### src/rtl/mbox_pkg.sv
package mbox_pkg;

  // Status bit positions; software on both sides decodes these.
  localparam int STS_W    = 8;
  localparam int OBF_BIT  = 0;
  localparam int IBF_BIT  = 1;
  localparam int CD_BIT   = 3;
  localparam logic [STS_W-1:0] USER_MASK = 8'hF4;

  // Strobes from the access decoder to the register datapath.
  typedef struct packed {
    logic inLoad;     // host writes inbound byte
    logic inTake;     // slave reads inbound byte
    logic cdIn;       // command/data value for inLoad
    logic outLoad;    // slave writes outbound byte
    logic outTake;    // host reads outbound byte
    logic userWr;     // slave writes status
    logic obfClr;     // slave status write with bit 0 = 0
    logic hostStsSel; // host read mux selects status
    logic slvStsSel;  // slave read mux selects status
  } mboxStrobeT;

endpackage

### src/rtl/mbox_ctrl.sv
module mbox_ctrl
  import mbox_pkg::*;
#(
  parameter int HA_W    = 3,
  parameter int SEL_BIT = 0,
  parameter int CD_SRC  = 2
) (
  input  logic            hostWr,
  input  logic            hostRd,
  input  logic [HA_W-1:0] hostAddr,
  input  logic            slvWr,
  input  logic            slvRd,
  input  logic            slvAddr,
  input  logic            slvObfBit,
  output mboxStrobeT      stb
);

  logic hostData;
  logic unusedHostAddr;

  assign hostData       = !hostAddr[SEL_BIT];
  assign unusedHostAddr = ^hostAddr;

  always_comb begin
    stb            = '0;
    stb.inLoad     = hostWr && hostData;
    stb.cdIn       = hostAddr[CD_SRC];
    stb.outTake    = hostRd && hostData;
    stb.hostStsSel = !hostData;
    stb.outLoad    = slvWr && !slvAddr;
    stb.inTake     = slvRd && !slvAddr;
    stb.userWr     = slvWr && slvAddr;
    stb.obfClr     = slvWr && slvAddr && !slvObfBit;
    stb.slvStsSel  = slvAddr;
  end

endmodule

### src/rtl/mbox_datapath.sv
module mbox_datapath
  import mbox_pkg::*;
#(
  parameter int DATA_W = 8
) (
  input  logic              clk,
  input  logic              rstN,
  input  mboxStrobeT        stb,
  input  logic [DATA_W-1:0] hostWdata,
  input  logic [DATA_W-1:0] slvWdata,
  output logic [DATA_W-1:0] hostRdata,
  output logic [DATA_W-1:0] slvRdata,
  output logic              inFull
);

  logic [DATA_W-1:0] inQ, outQ;
  logic [STS_W-1:0]  userQ, sts;
  logic              ibfQ, obfQ, cdQ;
  logic              ibfNext, obfNext;

  // Set wins over clear for both flags.
  always_comb begin
    ibfNext = ibfQ;
    if (stb.inTake)  ibfNext = 1'b0;
    if (stb.inLoad)  ibfNext = 1'b1;
    obfNext = obfQ;
    if (stb.outTake || stb.obfClr) obfNext = 1'b0;
    if (stb.outLoad) obfNext = 1'b1;
  end

  always_ff @(posedge clk) begin
    if (!rstN) begin
      inQ   <= '0;
      outQ  <= '0;
      userQ <= '0;
      ibfQ  <= 1'b0;
      obfQ  <= 1'b0;
      cdQ   <= 1'b0;
    end else begin
      ibfQ <= ibfNext;
      obfQ <= obfNext;
      if (stb.inLoad) begin
        inQ <= hostWdata;
        cdQ <= stb.cdIn;
      end
      if (stb.outLoad) outQ <= slvWdata;
      if (stb.userWr) userQ <= slvWdata[STS_W-1:0] & USER_MASK;
    end
  end

  always_comb begin
    sts          = userQ;
    sts[CD_BIT]  = cdQ;
    sts[IBF_BIT] = ibfQ;
    sts[OBF_BIT] = obfQ;
  end

  assign hostRdata = stb.hostStsSel ? DATA_W'(sts) : outQ;
  assign slvRdata  = stb.slvStsSel  ? DATA_W'(sts) : inQ;
  assign inFull    = ibfQ;


  ibf_set_chk: assert property (@(posedge clk) disable iff (!rstN)
    stb.inLoad |=> ibfQ && inQ == $past(hostWdata));

  cd_capture_chk: assert property (@(posedge clk) disable iff (!rstN)
    stb.inLoad |=> cdQ == $past(stb.cdIn));

  ibf_clear_chk: assert property (@(posedge clk) disable iff (!rstN)
    stb.inTake && !stb.inLoad |=> !ibfQ);

  obf_set_chk: assert property (@(posedge clk) disable iff (!rstN)
    stb.outLoad |=> obfQ && outQ == $past(slvWdata));

  obf_host_clear_chk: assert property (@(posedge clk) disable iff (!rstN)
    stb.outTake && !stb.outLoad |=> !obfQ);

  obf_hold_chk: assert property (@(posedge clk) disable iff (!rstN)
    !stb.outLoad && !stb.outTake && !stb.obfClr |=> $stable(obfQ));

  cd_readonly_chk: assert property (@(posedge clk) disable iff (!rstN)
    !stb.inLoad |=> $stable(cdQ) && $stable(inQ));

  ibf_hold_chk: assert property (@(posedge clk) disable iff (!rstN)
    !stb.inLoad && !stb.inTake |=> $stable(ibfQ));

endmodule

### src/rtl/mbox_port.sv
module mbox_port
  import mbox_pkg::*;
#(
  parameter int DATA_W = 8,
  parameter int HA_W   = 3
) (
  input  logic              clk,
  input  logic              rstN,
  input  logic              hostWr,
  input  logic              hostRd,
  input  logic [HA_W-1:0]   hostAddr,
  input  logic [DATA_W-1:0] hostWdata,
  output logic [DATA_W-1:0] hostRdata,
  input  logic              slvWr,
  input  logic              slvRd,
  input  logic              slvAddr,
  input  logic [DATA_W-1:0] slvWdata,
  output logic [DATA_W-1:0] slvRdata,
  output logic              slvIrq
);

  mboxStrobeT stb;

  mbox_ctrl #(.HA_W(HA_W), .SEL_BIT(0), .CD_SRC(2)) i_ctrl (
    .hostWr    (hostWr),
    .hostRd    (hostRd),
    .hostAddr  (hostAddr),
    .slvWr     (slvWr),
    .slvRd     (slvRd),
    .slvAddr   (slvAddr),
    .slvObfBit (slvWdata[OBF_BIT]),
    .stb       (stb)
  );

  mbox_datapath #(.DATA_W(DATA_W)) i_dp (
    .clk       (clk),
    .rstN      (rstN),
    .stb       (stb),
    .hostWdata (hostWdata),
    .slvWdata  (slvWdata),
    .hostRdata (hostRdata),
    .slvRdata  (slvRdata),
    .inFull    (slvIrq)
  );

endmodule

### config.mk
export PLATFORM = sky130hd
export DESIGN_NAME = mbox_port
export DESIGN_NICKNAME = d
export VERILOG_FILES = /design/src/rtl/mbox_pkg.sv /design/src/rtl/mbox_ctrl.sv /design/src/rtl/mbox_datapath.sv /design/src/rtl/mbox_port.sv
export SDC_FILE = /design/constraint.sdc
export NUM_CORES = 1
export LEC_CHECK = 0
export BUFFER_PORTS_ARGS = -buffer_cell sky130_fd_sc_hd__buf_4
export CELL_PAD_IN_SITES_DETAIL_PLACEMENT = 0
export CELL_PAD_IN_SITES_GLOBAL_PLACEMENT = 1
export CORE_AREA = 3 3 56 68
export CTS_BUF_LIST = sky130_fd_sc_hd__clkbuf_16
export CTS_CLUSTER_SIZE = 12
export DETAILED_ROUTE_END_ITERATION = 7
export DIE_AREA = 0 0 59 71
export PLACE_DENSITY_LB_ADDON = 0.1
export SETUP_SLACK_MARGIN = 0.4
export SYNTH_ARGS = -nofsm -noshare
export SYNTH_HDL_FRONTEND = slang
export SYNTH_SLANG_ARGS = --single-unit
### constraint.sdc
create_clock -name clk -period 2.53 [get_ports clk]
set_input_delay 0.506 -clock clk [delete_from_list [all_inputs] [get_ports clk]]
set_output_delay 0.506 -clock clk [all_outputs]
set_load 0.005 [all_outputs]
After elaboration in Yosys (flattened, before gate mapping)
Cells that the tools add are included.
{ "totals": {"memories": 0, "latchBits": 0, "inputBits": 26, "rom_bits": 0, "ram_bits": 0, "regBits": 24} }
{ "classes": {"n_div": 0, "magnitude_cmp": 0, "n_eq_ne": 0, "n_mux": 6, "shift": 0, "n_bitwise": 0, "addsub": 0, "n_reduce_logical": 12, "mul": 0} }
{ "op_table": {"columns": ["op", "count"], "rows": [
  ["8-bit 2-to-1 mux", 2],
  ["1-bit logical AND", 6],
  ["1-bit 2-to-1 mux", 4],
  ["2-bit nonzero test", 2],
  ["1-bit zero test", 3],
  ["1-bit logical OR", 1]
]} }

Longest topological paths before layout
{ "depth": {"word_depth": 5, "depth_mapped": 5, "depth_no_buf": 3} }

Hierarchy
Synthesis repeated with hierarchy kept, for this count alone.
{ "unflattened": {"cells_unflattened": 104, "hier_area_um2": 1233.7} }
{ "by_module_without_submodules": {"columns": ["mod", "cells_each", "seq_area_each_um2", "area_per_inst_um2", "instances"], "rows": [
  ["mbox_datapath", 95, 480.5, 1169.9, 1],
  ["mbox_ctrl", 9, 0.0, 63.8, 1]
]} }

Worst setup path after synthesis
No wires, ideal clock.
{ "synth_path": {"path_kind": "input port to output port", "start": "in slvAddr", "end": "out slvRdata[3]", "n_path_buf": 2, "cell_stages": 3, "arrival_time_ns": 1.068, "slack_ns": 0.956, "path_cell_list": "buf_6 -> buf_6 -> mux2_2"} }
{ "synth_between": {"elab_chain_cells": 1} }
{ "synth_rtl": {"columns": ["element", "line", "text"], "rows": [
  ["start: declaration", "mbox_port.sv:16", "input logic slvAddr,"],
  ["8-bit 2-to-1 mux", "mbox_datapath.sv:59", "assign slvRdata = stb.slvStsSel ? DATA_W'(sts) : inQ;"],
  ["end: declaration", "mbox_port.sv:18", "output logic [DATA_W-1:0] slvRdata,"]
]} }
Every way passes these cells.

Worst setup path in the final report
{ "layout_path": {"start": "in slvAddr", "end": "out slvRdata[2]"} }
Same word-level chain as after synthesis.

==> run_results.csv <==
group,metric,value,unit
status,status,"completed",
cts,numCtsBuffers,3,
drt,drtAntennaViolNets,0,
floorplan,core_area,3280,um^2
place,gp_congestion,0.691,
worst_setup_path,arrival,1230,ps
worst_setup_path,reg2regPathDepth,2,
place,port_buffers,41,
worst_setup_path,critical-path-top-delay-family,"multiplexers",
place,dpl.hpwl,2050,um
floorplan,start_util,37.6,%
timing,fin_worst_skew,0,ps
yosys,syn_area_per_cell,9.64,um^2
pwr,power,873,uW
yosys,synth_most_common_cell,"nand2_1",
yosys,synth_fp_nets,154,
grt,met2_usage,21.3,%
floorplan,ios,43,
layout,nets,190,
grt,gr-total-overflow,0,
yosys,synth_area,1230,um^2
drt,viasPerCell,4.90,
timing,slew_violations,0,
yosys,synth_top_area_share,38.9,%
yosys,synthTopCellsByArea,"dfxtp_1, a21boi_2, mux2_2",
floorplan,rows,23,
yosys,synth-seq-cells,24,
grt,first_global_vias,963,
grt,grt_use_met3,1.64,%
cts,cts_setup_buffers,0,
drt,drc,0,
drt,firstDrtPassIters,4,
timing,fmax,575,MHz
pwr,p_per_area,553,nW/um^2
worst_setup_path,rr_startpoint,"i_dp.obfQ$_SDFFE_PN0P_",
timing,worst_pin_slew,377,ps
cts,clkTransAtPathRegs,60,ps
yosys,synth_cell_type_count,16,
worst_setup_path,path_max_fanout,17,
layout,drive_gt1_share,50.0,%
yosys,yosys.area.top_type,"dfxtp_1",
layout,area_growth,28.0,%
timing,hold_violations,0,
drt,drt_iter0_drc,28,
drt,wl_per_cell,13.8,um
place,dpl_cell_area,1500,um^2
job,maxCapViolations,0,
worst_setup_path,slowest_delay,370,ps
grt,grt_max_degree,25,
floorplan,die_h,71,um
layout,final_area,1580,um^2
grt,grt_pass1_wl,4470,um
cts,cts_root_buf,"clkbuf_16",
layout,fillCellCount,325,
worst_setup_path,cp.buffers_inverters,2,
cts,cts-hold-fix-buffers,0,
yosys,synth-edff-count,0,
cts,clk_latency,250,ps
grt,met1_usage,18.9,%
timing,max_slew_margin,74.8,%
worst_setup_path,setup.worst_path.start_class,"primary input",
yosys,synth_cells,128,
worst_setup_path,r2r_end,"i_dp.obfQ$_SDFFE_PN0P_",
yosys,synthFlopType,"dfxtp_1",
timing,setup_viol_count_final,0,
timing,fin_crit,1740,ps
grt,busiest_layer,"met2",
cts,cts-resized-gates,0,
min_path,hp-start,"i_dp.inQ[0]$_SDFFE_PN0P_",
timing,fin_tns_setup,0,ps
worst_setup_path,crit_required,2020,ps
worst_setup_path,cpMostUsedCell,"buf_4",
worst_setup_path,worst-setup-path-type,"in -> out",
min_path,whs_path_depth,2,
cts,cts_sinks,24,
layout,diodes,0,
yosys,synth_commonest_cells,"nand2_1, dfxtp_1, a21boi_2",
worst_setup_path,worst-r2r-setup-slack,1810,ps
min_path,hp-class,"reg -> reg",
drt,num_vias,975,
cts,cts_tree,"yes",
floorplan,die_x,59,um
floorplan,dieArea,4190,um^2
worst_setup_path,crit_path_cell_trace,"buf_4, mux2_2, buf_4",
worst_setup_path,end_kind,"output port",
yosys,ys_seq_area_share,38.9,%
cts,cts_max_level,1,
timing,rsz0062_at_grt,"false",
pwr,leakagePower,0.000676,uW
yosys,async_flop_share,0,%
timing,min_period_over_period,68.7,%
min_path,min_to,"i_dp.inQ[0]$_SDFFE_PN0P_",
grt,antenna_found_initial,0,
drt,routed_wl,2740,um
grt,grt_use_total,13.6,%
worst_setup_path,slowest_stage,"mux2_2",
pwr,peakVddDrop,332,uV
cts,clock_path_buffers,2,
yosys,yosys_warnings,0,
[kinds of logic (layout without fill, tap and decap cells)]
kind of cell	after synthesis	after routing	synth area share (%)
buf+inv	13	47	7.71
mux	16	16	14.6
simple gates	49	49	17.8
compound gates	26	26	20.9
flops	24	24	38.9
[power breakdown]
part,internal (uW),switching (uW),total [uW]
clock,209,121,330
sequential,396,10.3,406
combinational,79.2,57.5,137
total,684,189,873
[metal layers]
| metal | vias up | routed length, um |
|---|---|---|
| met2 | 24 | 1340 |
| li1 | 495 | - |
| met4 | 0 | 17 |
| met3 | 2 | 113 |
| met1 | 454 | 1270 |
| met5 | - | 0 |
[placed cells by master (no fill, tap or decap)]
cell,Yosys,final
a21boi_0,7,7
a21boi_2,17,17
and2b_2,1,1
buf_4,2,41
clkbuf_16,0,3
dfxtp_1,24,24
inv_1,3,3
mux2_2,16,16
nand2_1,40,40
nand2b_4,2,2
nand3_1,5,5
nor2b_2,1,1
o21ai_0,1,1
o221ai_1,1,1
[worst register-to-register path, stage by stage (launching register included)]
cell	delay, ps
dfxtp_1	370
o221ai_1	120
a21boi_0	160
[flip-flops by register name (all words and copies together) (netlist names)]
register / count
i_dp.cdQ: 1
i_dp.inFull: 1
i_dp.inQ: 8
i_dp.obfQ: 1
i_dp.outQ: 8
i_dp.userQ: 5
[cell type report]
cell class / count / area (um^2) / area share [%]
Sequential cell: 24 / 480 / 30.4
Tap cell: 37 / 46.3 / 2.93
Clock buffer: 3 / 75.1 / 4.75
Inverter: 3 / 11.3 / 0.713
Timing Repair Buffer: 41 / 308 / 19.5
Multi-Input combinational cell: 91 / 658 / 41.7
[metrics by stage]
step                      utilization, %  hold slack [ps]  std cells  setup slack (ps)
after global placement              45.8              450        196               790
after floorplan                        -              445        128               956
after global routing                48.1              477        199               761
after detailed placement            45.8              456        196               796
after CTS                           48.1              464        199               792
final                               48.1              461        199               791
[worst max path at each step]
stage,depth (start not counted),to,from,slack [ps]
2_1_floorplan,3,slvRdata[3],slvAddr,960
3_3_place_gp,3,slvRdata[7],slvAddr,790
3_5_place_dp,3,slvRdata[2],slvAddr,800
4_1_cts,3,slvRdata[2],slvAddr,790
5_1_grt,3,slvRdata[5],slvAddr,760
6_report,3,slvRdata[2],slvAddr,790
Note: power is estimated with default switching activity, not from simulation.
